$ cat src/rtl/para_pkg.sv
package para_pkg;
  typedef enum logic [1:0] {
    CMD_NONE = 2'd0,
    CMD_ACT  = 2'd1,
    CMD_PRE  = 2'd2,
    CMD_RW   = 2'd3
  } cmd_e;

  localparam int          RNG_W    = 16;
  localparam logic [15:0] RNG_TAPS = 16'hB400;
  localparam logic [15:0] RNG_INIT = 16'h0001;
endpackage

$ cat src/rtl/para_lfsr.sv
module para_lfsr #(
  parameter int             W    = 16,
  parameter logic [W-1:0]   TAPS = 16'hB400,
  parameter logic [W-1:0]   INIT = 16'h0001
) (
  input  logic         clk,
  input  logic         rst_n,
  input  logic         load,
  input  logic [W-1:0] seed,
  input  logic         step,
  output logic [W-1:0] state
);
  logic [W-1:0] nxt;

  // Galois form: shift right, fold the taps back in on a one
  always_comb begin
    nxt = {1'b0, state[W-1:1]};
    if (state[0]) nxt = nxt ^ TAPS;
  end

  always_ff @(posedge clk) begin
    if (!rst_n)       state <= INIT;
    else if (load)    state <= (seed == '0) ? INIT : seed;
    else if (step)    state <= nxt;
  end
endmodule

$ cat src/rtl/para_adj_map.sv
module para_adj_map #(
  parameter int ROW_W = 4,
  localparam int ROWS = 1 << ROW_W
) (
  input  logic             clk,
  input  logic             rst_n,
  input  logic             we,
  input  logic [ROW_W-1:0] wr_lrow,
  input  logic [ROW_W-1:0] wr_prow,
  input  logic [ROW_W-1:0] look_row,
  output logic             lo_valid,
  output logic [ROW_W-1:0] lo_row,
  output logic             hi_valid,
  output logic [ROW_W-1:0] hi_row
);
  logic [ROW_W-1:0] place [ROWS];
  logic [ROW_W-1:0] pos, pos_dn, pos_up;
  logic             found_lo, found_hi;

  always_ff @(posedge clk) begin
    if (!rst_n) begin
      for (int l = 0; l < ROWS; l++) place[l] <= ROW_W'(l);
    end else if (we) begin
      place[wr_lrow] <= wr_prow;
    end
  end

  // reverse search: which logical row sits at each neighbouring slot
  always_comb begin
    pos      = place[look_row];
    pos_dn   = pos - ROW_W'(1);
    pos_up   = pos + ROW_W'(1);
    found_lo = 1'b0;
    found_hi = 1'b0;
    lo_row   = '0;
    hi_row   = '0;
    for (int l = 0; l < ROWS; l++) begin
      if (place[l] == pos_dn) begin
        found_lo = 1'b1;
        lo_row   = ROW_W'(l);
      end
      if (place[l] == pos_up) begin
        found_hi = 1'b1;
        hi_row   = ROW_W'(l);
      end
    end
    lo_valid = found_lo && (pos != '0);
    hi_valid = found_hi && (pos != '1);
  end
endmodule

$ cat src/rtl/para_refq.sv
module para_refq #(
  parameter int DW    = 6,
  parameter int DEPTH = 4,
  localparam int PTR_W = $clog2(DEPTH),
  localparam int CNT_W = $clog2(DEPTH + 1)
) (
  input  logic          clk,
  input  logic          rst_n,
  input  logic          push_a,
  input  logic [DW-1:0] data_a,
  input  logic          push_b,
  input  logic [DW-1:0] data_b,
  input  logic          pop,
  output logic [DW-1:0] head,
  output logic          not_empty,
  output logic          drop
);
  localparam logic [CNT_W-1:0] FULL = CNT_W'(DEPTH);

  logic [DW-1:0]    mem [DEPTH];
  logic [PTR_W-1:0] rd_ptr, wr_ptr;
  logic [CNT_W-1:0] count;
  logic             acc_a, acc_b, pop_ok;

  function automatic logic [PTR_W-1:0] bump(input logic [PTR_W-1:0] p);
    return (p == PTR_W'(DEPTH - 1)) ? '0 : p + PTR_W'(1);
  endfunction

  // space freed by a pop is reused from the next cycle on
  assign acc_a     = push_a && (count < FULL);
  assign acc_b     = push_b && ((count + CNT_W'(acc_a)) < FULL);
  assign pop_ok    = pop && not_empty;
  assign not_empty = (count != '0);
  assign head      = mem[rd_ptr];
  assign drop      = (push_a && !acc_a) || (push_b && !acc_b);

  always_ff @(posedge clk) begin
    if (acc_a) mem[wr_ptr] <= data_a;
    if (acc_b) mem[acc_a ? bump(wr_ptr) : wr_ptr] <= data_b;
  end

  always_ff @(posedge clk) begin
    if (!rst_n) begin
      rd_ptr <= '0;
      wr_ptr <= '0;
      count  <= '0;
    end else begin
      if (acc_a && acc_b)      wr_ptr <= bump(bump(wr_ptr));
      else if (acc_a || acc_b) wr_ptr <= bump(wr_ptr);
      if (pop_ok) rd_ptr <= bump(rd_ptr);
      count <= count + CNT_W'(acc_a) + CNT_W'(acc_b) - CNT_W'(pop_ok);
    end
  end
endmodule

$ cat src/rtl/para_issue.sv
module para_issue
  import para_pkg::*;
#(
  parameter int BANK_W = 2,
  parameter int ROW_W  = 4,
  parameter int GAP_W  = 4
) (
  input  logic              clk,
  input  logic              rst_n,
  input  logic              q_valid,
  input  logic [BANK_W-1:0] q_bank,
  input  logic [ROW_W-1:0]  q_row,
  input  logic [GAP_W-1:0]  gap,
  input  logic              grant,
  output logic              ref_valid,
  output logic [1:0]        ref_cmd,
  output logic [BANK_W-1:0] ref_bank,
  output logic [ROW_W-1:0]  ref_row,
  output logic              pop,
  output logic              act_fire
);
  typedef enum logic [1:0] {ST_ACT, ST_WAIT, ST_PRE} st_e;
  st_e              st;
  logic [GAP_W-1:0] wait_cnt;

  assign ref_valid = (st == ST_PRE) || (st == ST_ACT && q_valid);
  assign ref_cmd   = (st == ST_PRE) ? CMD_PRE : CMD_ACT;
  assign ref_bank  = q_bank;
  assign ref_row   = q_row;
  assign act_fire  = (st == ST_ACT) && q_valid && grant;
  assign pop       = (st == ST_PRE) && grant;

  always_ff @(posedge clk) begin
    if (!rst_n) begin
      st       <= ST_ACT;
      wait_cnt <= '0;
    end else begin
      case (st)
        ST_ACT:  if (act_fire) begin
                   st       <= ST_WAIT;
                   wait_cnt <= gap;
                 end
        ST_WAIT: if (wait_cnt == '0) st <= ST_PRE;
                 else                wait_cnt <= wait_cnt - GAP_W'(1);
        ST_PRE:  if (pop) st <= ST_ACT;
        default: st <= ST_ACT;
      endcase
    end
  end
endmodule

$ cat src/rtl/para_refresher.sv
module para_refresher
  import para_pkg::*;
#(
  parameter int BANK_W = 2,
  parameter int ROW_W  = 4,
  parameter int QDEPTH = 4,
  parameter int GAP_W  = 4,
  parameter int CNT_W  = 16
) (
  input  logic              clk,
  input  logic              rst_n,
  input  logic [15:0]       cfg_threshold,
  input  logic [GAP_W-1:0]  cfg_gap,
  input  logic              cfg_seed_load,
  input  logic [15:0]       cfg_seed,
  input  logic              cfg_map_we,
  input  logic [ROW_W-1:0]  cfg_map_lrow,
  input  logic [ROW_W-1:0]  cfg_map_prow,
  input  logic              sch_valid,
  output logic              sch_ready,
  input  logic [1:0]        sch_cmd,
  input  logic [BANK_W-1:0] sch_bank,
  input  logic [ROW_W-1:0]  sch_row,
  output logic              bus_valid,
  input  logic              bus_ready,
  output logic [1:0]        bus_cmd,
  output logic [BANK_W-1:0] bus_bank,
  output logic [ROW_W-1:0]  bus_row,
  output logic              overflow,
  output logic [CNT_W-1:0]  trig_count,
  output logic [CNT_W-1:0]  refr_count
);
  localparam int BANKS = 1 << BANK_W;
  localparam int DW    = BANK_W + ROW_W;

  logic [BANKS-1:0] bank_open;
  logic [ROW_W-1:0] open_row [BANKS];
  logic             sch_fire, trigger, hit;
  logic [15:0]      draw;
  logic             lo_v, hi_v;
  logic [ROW_W-1:0] lo_r, hi_r;
  logic [DW-1:0]    q_head;
  logic             q_nempty, q_pop, q_drop;
  logic             ref_valid, act_fire, grant;
  logic [1:0]       ref_cmd;
  logic [BANK_W-1:0] ref_bank;
  logic [ROW_W-1:0] ref_row;

  assign sch_fire = sch_valid && bus_ready;
  assign trigger  = sch_fire && (sch_cmd == CMD_PRE) && bank_open[sch_bank];
  assign hit      = draw < cfg_threshold;

  // per-bank record of the row the scheduler currently holds open
  always_ff @(posedge clk) begin
    if (!rst_n) begin
      bank_open <= '0;
      for (int b = 0; b < BANKS; b++) open_row[b] <= '0;
    end else if (sch_fire) begin
      if (sch_cmd == CMD_ACT) begin
        bank_open[sch_bank] <= 1'b1;
        open_row[sch_bank]  <= sch_row;
      end else if (sch_cmd == CMD_PRE) begin
        bank_open[sch_bank] <= 1'b0;
      end
    end
  end

  para_lfsr #(.W(RNG_W), .TAPS(RNG_TAPS), .INIT(RNG_INIT)) rng_i (
    .clk(clk), .rst_n(rst_n), .load(cfg_seed_load), .seed(cfg_seed),
    .step(trigger), .state(draw)
  );

  para_adj_map #(.ROW_W(ROW_W)) map_i (
    .clk(clk), .rst_n(rst_n), .we(cfg_map_we), .wr_lrow(cfg_map_lrow),
    .wr_prow(cfg_map_prow), .look_row(open_row[sch_bank]),
    .lo_valid(lo_v), .lo_row(lo_r), .hi_valid(hi_v), .hi_row(hi_r)
  );

  para_refq #(.DW(DW), .DEPTH(QDEPTH)) q_i (
    .clk(clk), .rst_n(rst_n),
    .push_a(trigger && hit && lo_v), .data_a({sch_bank, lo_r}),
    .push_b(trigger && hit && hi_v), .data_b({sch_bank, hi_r}),
    .pop(q_pop), .head(q_head), .not_empty(q_nempty), .drop(q_drop)
  );

  assign grant = bus_ready && !sch_valid;

  para_issue #(.BANK_W(BANK_W), .ROW_W(ROW_W), .GAP_W(GAP_W)) iss_i (
    .clk(clk), .rst_n(rst_n), .q_valid(q_nempty),
    .q_bank(q_head[DW-1:ROW_W]), .q_row(q_head[ROW_W-1:0]),
    .gap(cfg_gap), .grant(grant), .ref_valid(ref_valid), .ref_cmd(ref_cmd),
    .ref_bank(ref_bank), .ref_row(ref_row), .pop(q_pop), .act_fire(act_fire)
  );

  // scheduler has strict priority on the command bus
  assign sch_ready = bus_ready;
  assign bus_valid = sch_valid || ref_valid;
  assign bus_cmd   = sch_valid ? sch_cmd  : ref_cmd;
  assign bus_bank  = sch_valid ? sch_bank : ref_bank;
  assign bus_row   = sch_valid ? sch_row  : ref_row;

  always_ff @(posedge clk) begin
    if (!rst_n) begin
      overflow   <= 1'b0;
      trig_count <= '0;
      refr_count <= '0;
    end else begin
      if (q_drop)   overflow   <= 1'b1;
      if (trigger)  trig_count <= trig_count + CNT_W'(1);
      if (act_fire) refr_count <= refr_count + CNT_W'(1);
    end
  end
endmodule

$ cat config.mk
export PLATFORM = sky130hd
export DESIGN_NAME = para_refresher
export DESIGN_NICKNAME = d
export VERILOG_FILES = /design/src/rtl/para_pkg.sv /design/src/rtl/para_lfsr.sv /design/src/rtl/para_adj_map.sv /design/src/rtl/para_refq.sv /design/src/rtl/para_issue.sv /design/src/rtl/para_refresher.sv
export SDC_FILE = /design/constraint.sdc
export NUM_CORES = 1
export LEC_CHECK = 0
export BUFFER_PORTS_ARGS = -buffer_cell sky130_fd_sc_hd__buf_2
export CAP_MARGIN = 20
export CORE_MARGIN = 5
export CORE_UTILIZATION = 55
export CTS_BUF_LIST = sky130_fd_sc_hd__clkbuf_16
export CTS_CLUSTER_DIAMETER = 60
export DETAILED_ROUTE_END_ITERATION = 16
export GPL_TIMING_DRIVEN = 0
export PLACE_DENSITY = 0.77
export SYNTH_ARGS = -nofsm -noshare
export SYNTH_HDL_FRONTEND = slang
export SYNTH_HIERARCHICAL = 1
export SYNTH_SLANG_ARGS = --single-unit
$ cat constraint.sdc
create_clock -name clk -period 8.1 [get_ports clk]
set_input_delay 0.405 -clock clk [delete_from_list [all_inputs] [get_ports clk]]
set_output_delay 0.405 -clock clk [all_outputs]
set_load 0.01 [all_outputs]
**Word-level counts from Yosys, hierarchy flattened**

Memory sizes are Yosys's and may differ from the RTL's. A register that Yosys moved wholly into a read port is not among the register bits.
Index checks and enable logic that the tools add are counted.

- Flip-flop bits (word level): 66
- Memory bits (writable): 104
- Logic and storage cells: 226
- Memories: 3

Memory list:

| name | depth | width | rd ports | clocked after memory_dff | write ports | RTL line | source |
|---|---|---|---|---|---|---|---|
| map_i.place | 16 | 4 | 17 | 0 | 16 | para_adj_map.sv:16 | `logic [ROW_W-1:0] place [ROWS];` |
| q_i.mem | 4 | 6 | 1 | 1 | 2 | para_refq.sv:20 | `logic [DW-1:0] mem [DEPTH];` |
| open_row | 4 | 4 | 1 | 0 | 4 | para_refresher.sv:37 | `logic [ROW_W-1:0] open_row [BANKS];` |

- Add/sub/neg operators: 11
- $lt $le $gt $ge: 5
- Equality and inequality tests: 44
- Mux-type cells: 109
- Bitwise logic cells: 4
- Reductions and logical operators: 40

Operator list:

| cell | number |
|---|---|
| 4-bit equality test | 32 |
| 4-bit 2-to-1 mux | 24 |
| 16-bit 2-to-1 mux | 4 |
| 1-bit 2-to-1 mux | 50 |
| 2-bit 2-to-1 mux | 19 |
| 16-bit by 1-bit adder with 16-bit output (second input constant) | 2 |
| 3-bit 2-to-1 mux | 8 |
| 1-bit logical AND | 19 |
| 16-bit logical NOT | 1 |
| 16-bit less-than comparator | 1 |
| 2-bit equality test (second input constant) | 5 |
| 4-bit one-hot mux with 2 select lines | 1 |
| 2-bit nonzero test | 4 |
| 4-bit OR reduction | 2 |
| 4-bit by 1-bit subtractor with 4-bit output (second input constant) | 2 |
| 2-bit by 1-bit adder with 2-bit output (second input constant) | 3 |
| 3-bit by 1-bit adder with 3-bit output | 2 |
| 3-bit less-than comparator (second input constant) | 2 |
| 2-bit != test (second input constant) | 3 |
| 2-bit one-hot mux with 3 select lines | 1 |
| 3-bit AND reduction | 2 |
| 4-bit by 1-bit adder with 4-bit output (second input constant) | 1 |
| 4-bit bitwise AND | 1 |
| 2-bit by 1-bit equality test with 1-bit output (second input constant) | 2 |
| other kinds (17) | 22 |

**Logic depth before layout (Yosys ltp)**

An unclocked memory read counts as a cell.

- Word-level depth: 29
- Mapped depth: 33
- Gate-level depth less buffers: 28

**Cells and area by module**

The synthesis kept the hierarchy.

By module, submodules not included:

| module | times used | cells each | area each (µm²) | seq. area each (µm²) |
|---|---|---|---|---|
| para_adj_map | 1 | 510 | 5495.3 | 1921.8 |
| para_refresher | 1 | 311 | 2926.6 | 1221.2 |
| para_refq | 1 | 138 | 1940.6 | 900.9 |
| para_lfsr | 1 | 93 | 852.1 | 320.3 |
| para_issue | 1 | 49 | 407.9 | 120.1 |

**Worst setup path after synthesis**

OpenSTA, ideal clock, no wires.

- Path kind: in2reg
- From: in sch_bank[0]
- To: reg q_i.count[2]
- Arrival: 8193 ps
- Data required time: 7985 ps
- Path slack: -208 ps
- Cell stages on the path: 33
- Cell sequence: buf_6 -> mux4_1 -> clkbuf_1 -> mux4_2 -> mux4_2 -> buf_2 -> inv_1 -> ha_1 -> buf_1 -> clkbuf_1 -> xor3_1 -> nor4_1 -> nor2_1 -> mux2i_1 -> a21o_1 -> nand2b_1 -> o32a_1 -> nor4b_1 -> nand2b_1 -> buf_2 -> inv_1 -> ha_1 -> ha_1 -> buf_2 -> xnor2_1 -> nand2_1 -> ha_1 -> inv_1 -> ha_1 -> fa_1 -> xnor2_1 -> xnor2_1 -> and2_1

- Word-level cells in the longest chain between the ends: 28

Ends and longest elaborated chain:

| what | RTL line | source |
|---|---|---|
| from (decl) | para_refresher.sv:22 | `input logic [BANK_W-1:0] sch_bank,` |
| memory read 4 x 4 bit (*) | - |  |
| memory read 16 x 4 bit (*) | - |  |
| 4-bit by 1-bit subtractor with 4-bit output | para_adj_map.sv:31 | `pos_dn = pos - ROW_W'(1);` |
| 4-bit equality test | para_adj_map.sv:38 | `if (place[l] == pos_dn) begin` |
| 1-bit 2-to-1 mux (16 in series) | para_adj_map.sv:38 |  |
| 1-bit logical AND (*) | para_adj_map.sv:47 | `lo_valid = found_lo && (pos != '0);` |
| net lo_v | para_refresher.sv:40 | `logic lo_v, hi_v;` |
| 1-bit logical AND (*) | para_refresher.sv:81 | `.push_a(trigger && hit && lo_v), .data_a({sch_bank, lo_r}),` |
| 1-bit logical AND (*) | para_refq.sv:30 | `assign acc_a = push_a && (count < FULL);` |
| 3-bit by 1-bit adder with 3-bit output (*) | para_refq.sv:31, para_refq.sv:51 |  |
| 3-bit less-than comparator | para_refq.sv:31 | `assign acc_b = push_b && ((count + CNT_W'(acc_a)) < FULL);` |
| 1-bit logical AND | para_refq.sv:31 |  |
| 3-bit by 1-bit adder with 3-bit output (*) | para_refq.sv:51 | `count <= count + CNT_W'(acc_a) + CNT_W'(acc_b) - CNT_W'(pop_ok);` |
| 3-bit by 1-bit subtractor with 3-bit output (*) | para_refq.sv:51 |  |
| to (signal assigned) | para_refq.sv:51 |  |
| to (decl) | para_refq.sv:22 | `logic [CNT_W-1:0] count;` |

Mark *: on every way through the listed nets, which the timed path passes. The rest lies on a longest branch. The select of a mux whose other input is x is not followed.
A chain may end at the register's enable or synchronous reset.

**Worst setup path after layout**

- From: mem open_row[1][0]
- To: reg q_i.count[2]

- Word-level cells in the longest chain between the ends: 28

Ends and longest elaborated chain:

| what | RTL line |
|---|---|
| from (decl) | para_refresher.sv:37 |
| memory read 4 x 4 bit (*) | - |
| memory read 16 x 4 bit (*) | - |
| 4-bit by 1-bit subtractor with 4-bit output | para_adj_map.sv:31 |
| 4-bit equality test | para_adj_map.sv:38 |
| 1-bit 2-to-1 mux (16 in series) | para_adj_map.sv:38 |
| 1-bit logical AND (*) | para_adj_map.sv:47 |
| net lo_v | para_refresher.sv:40 |
| 1-bit logical AND (*) | para_refresher.sv:81 |
| 1-bit logical AND (*) | para_refq.sv:30 |
| 3-bit by 1-bit adder with 3-bit output (*) | para_refq.sv:31, para_refq.sv:51 |
| 3-bit less-than comparator | para_refq.sv:31 |
| 1-bit logical AND | para_refq.sv:31 |
| 3-bit by 1-bit adder with 3-bit output (*) | para_refq.sv:51 |
| 3-bit by 1-bit subtractor with 3-bit output (*) | para_refq.sv:51 |

Mark *: on every way through the listed nets, which the timed path passes. The rest lies on a longest branch.

==> metrics.md <==
| Metric | Value |
|---|---|
| Vias per cell | 6.00 |
| Vias in the first global route | 8768 |
| Die ar. | 24100 µm² |
| Post-synth EDFFs | 104 |
| Relative slew slack | 41.6% |
| Antenna violations before repair | 1 |
| Crit path kind | register to register |
| DR iter-0 viols | 825 |
| Ys async rst share | 0% |
| Pwr Total | 0.00305 W |
| Clock Path Buffers | 2 |
| Post-synthesis cell count | 1101 |
| Reg2Reg Setup Slack | 0.45 ns |
| Startpoint type of the worst setup path | register |
| Leakage | 5.17 nW |
| Worst-Skew Late Latency | 0.44 ns |
| Most used cell, CP | ha_1 |
| Final Hold Viols | 0 |
| Ys flop type | edfxtp_1 |
| RSZ-0062 raised after global routing | no |
| Chip height | 155 µm |
| Layout area overhead | 13.0% |
| Filler cell count | 1679 |
| Final period utilization | 94.4% |
| Setup_tns | 0 ns |
| Seq/Total Area, Yosys | 38.6% |
| Hpwl dp | 22200 µm |
| Root Driver | clkbuf_16 |
| Maximum Capacitance Violations | 0 |
| First-pass GRT wire length | 45800 µm |
| CTS HTree Levels | 4 |
| Clock slew at reported path FFs | 0.08 ns |
| Die width | 155 µm |
| Avg Inst Size Synth | 10.6 µm² |
| Worst path slowest cell | mux4_1 |
| Core area | 20900 µm² |
| Setup WS post-layout | 0.454 ns |
| Pwr Density | 232 nW/µm² |
| Synth cell types | 97 |
| Layout Skew | 0.0158 ns |
| Outcome | completed |
| Post-Route WL | 28700 µm |
| CTS buffer count | 17 |
| Drt first pass iters | 5 |
| Total number of vias | 9050 |
| CTS tree | done |
| Wire per inst | 19.0 µm |
| Max-slew violation count | 0 |
| RePlAce Congestion | 0.981 |
| Beginning of the worst hold path | cfg_seed[10] |
| Slowest stage delay, CP | 0.70 ns |
| Largest net degree at the start of global routing | 31 |
| Final setup vio count | 0 |
| DR DRC count | 0 |
| Syn_nets | 1191 |
| WP data arrival | 7.99 ns |
| Critical Path Fanout Max | 10 |
| CP startpoint | open_row[1][0]$_SDFFCE_PN0P_ |
| Fmax | 131 MHz |
| Crit. End Element | register |
| Worst slack at placement | -1.48 ns |
| Worst R2R Start | open_row[1][0]$_SDFFCE_PN0P_ |
| Clk sinks | 172 |
| Starting Density | 55.6% |
| Synth Warn # | 6 |
| Total grt overflow | 0 |
| Maximum vdd drop | 0.159 mV |
| Synthesized cell area | 11600 µm² |
| Final Critical Period | 7.65 ns |
| #FFs+latches synth | 172 |
| Final layout net count | 1309 |
| Hold slack | 0.208 ns |
| Gr usage total | 23.9% |
| Top-Level Pins | 101 |
| Tightest Pin Transition | 0.874 ns |
| CP required | 8.44 ns |
| # port buffers | 100 |
| Final antenna-violating net count | 0 |
| Hold Path Class | input pin to register |
| Row count | 53 |
| Fraction of layout cells with a size suffix above 1 | 19.6% |
[cells by family (layout without fill, tap and decap cells)]
logic type,Yosys count,after routing,share of synthesized area (%)
adder cells (fa/ha/maj),32,32,3.51
buffers and inverters,114,245,5.09
flip-flops,172,172,38.6
other,0,1,0
AO/OA/AOI/OAI,163,163,9.17
multiplexers,108,108,13.4
XOR/XNOR,100,100,10.3
AND/OR/NAND/NOR,412,412,19.9
[synth_stat cells (9+ instances only)]
| cell type | number | area (µm²) |
|---|---|---|
| mux2_2 | 10 | 113 |
| ha_1 | 31 | 388 |
| inv_1 | 50 | 188 |
| o21ai_1 | 17 | 85.1 |
| mux2_4 | 12 | 180 |
| mux2_1 | 12 | 135 |
| mux4_2 | 19 | 428 |
| nand2_1 | 85 | 319 |
| nand3_1 | 19 | 95.1 |
| and3_1 | 12 | 75.1 |
| dfxtp_1 | 68 | 1360 |
| a21oi_1 | 34 | 170 |
| and2_1 | 48 | 300 |
| mux4_1 | 9 | 236 |
| clkbuf_1 | 24 | 90.1 |
| nor4_1 | 17 | 106 |
| edfxtp_1 | 104 | 3120 |
| buf_2 | 11 | 55.1 |
| nor2_1 | 63 | 236 |
| buf_6 | 9 | 101 |
| xor2_1 | 30 | 263 |
| nand2b_1 | 18 | 113 |
| nand4_1 | 16 | 100 |
| nor3_1 | 31 | 155 |
| mux2i_1 | 46 | 460 |
| buf_4 | 9 | 67.6 |
| o21ai_0 | 35 | 175 |
| or3_1 | 37 | 231 |
| xor3_1 | 14 | 333 |
| a21o_1 | 12 | 90.1 |
| xnor2_1 | 48 | 420 |
[report_power, final]
| group | switching [W] | total, W | internal [W] | leakage (nW) |
|---|---|---|---|---|
| combinational | 0.000640 | 0.00121 | 0.000574 | 3.33 |
| clock | 0.000384 | 0.000813 | 0.000429 | 0.294 |
| sequential | 0.0000328 | 0.00102 | 0.000987 | 1.55 |
[critical path, delay by kind of cell, from the launching register on]
kind                       cells  cell delay, ns
DFF                            1            0.40
xor gates and xnor gates       4            0.67
adders and majority gates      6            1.66
AOI/OAI and AO/OA              5            1.60
buffers and inverters          6            1.17
muxes                          2            0.89
and+or+nand+nor                7            1.15
[layout by cell type, fill, tap and decap left out, drive strengths merged, types with 28 or more instances in the layout]
cell type	count
a21oi	36
and2	49
buf	138
clkbuf	40
dfxtp	68
edfxtp	104
ha	31
inv	61
mux2	34
mux2i	46
mux4	28
nand2	85
nor2	65
nor3	31
o21ai	52
or3	37
xnor2	49
xor2	30
[timing repair]
action                                  in CTS  in global routing
setup buffers                                1                  0
gates resized for setup                      5                 11
endpoints found under the setup margin      53                  2
hold buffers                                 0                  0
[through the flow]
stage / instances / util (%) / area [µm²]
floorplan: 1101 / - / 11600
global placement: 1476 / 59.7 / 12500
detailed placement: 1477 / 59.7 / 12500
CTS: 1508 / 62.6 / 13100
global route: 1507 / 62.8 / 13100
finish: 1508 / 62.9 / 13100
[routing by layer]
metal	wire length, µm	GRT usage (%)
met1	12000	31.4
met2	13700	39.8
met3	2130	5.17
met4	771	7.17
met5	19	0
[path summary, 6_finish.rpt]
check | to | cells after the start
worst max register to register | q_i/count[2]$_SDFF_PN0_ | 30
worst max-delay path | q_i/count[2]$_SDFF_PN0_ | 30
worst min-delay path | rng_i/state[10]$_SDFFE_PN0P_ | 3
worst min register to register | trig_count[15]$_SDFFE_PN0P_ | 2
[state kept, by name, indices dropped and copies added (netlist names), 2 cells and up, named ones only]
name	flops
iss_i/st	2
iss_i/wait_cnt	4
map_i/place	64
open_row	16
q_i/count	3
q_i/mem	24
q_i/rd_ptr	2
q_i/wr_ptr	2
refr_count	16
rng_i/state	16
trig_count	16
[layout make-up]
cell class	count	area [µm²]	share of cell area [%]
antenna	1	2.50	0.0191
clock inverter	14	140	1.07
tap	275	344	2.62
inverter	52	195	1.49
buffer	59	397	3.02
multi-input combinational	815	6600	50.3
sequential	172	4480	34.2
timing repair buffer	102	513	3.91
clock buffer	18	450	3.43
(Power assumes the default switching activity.)
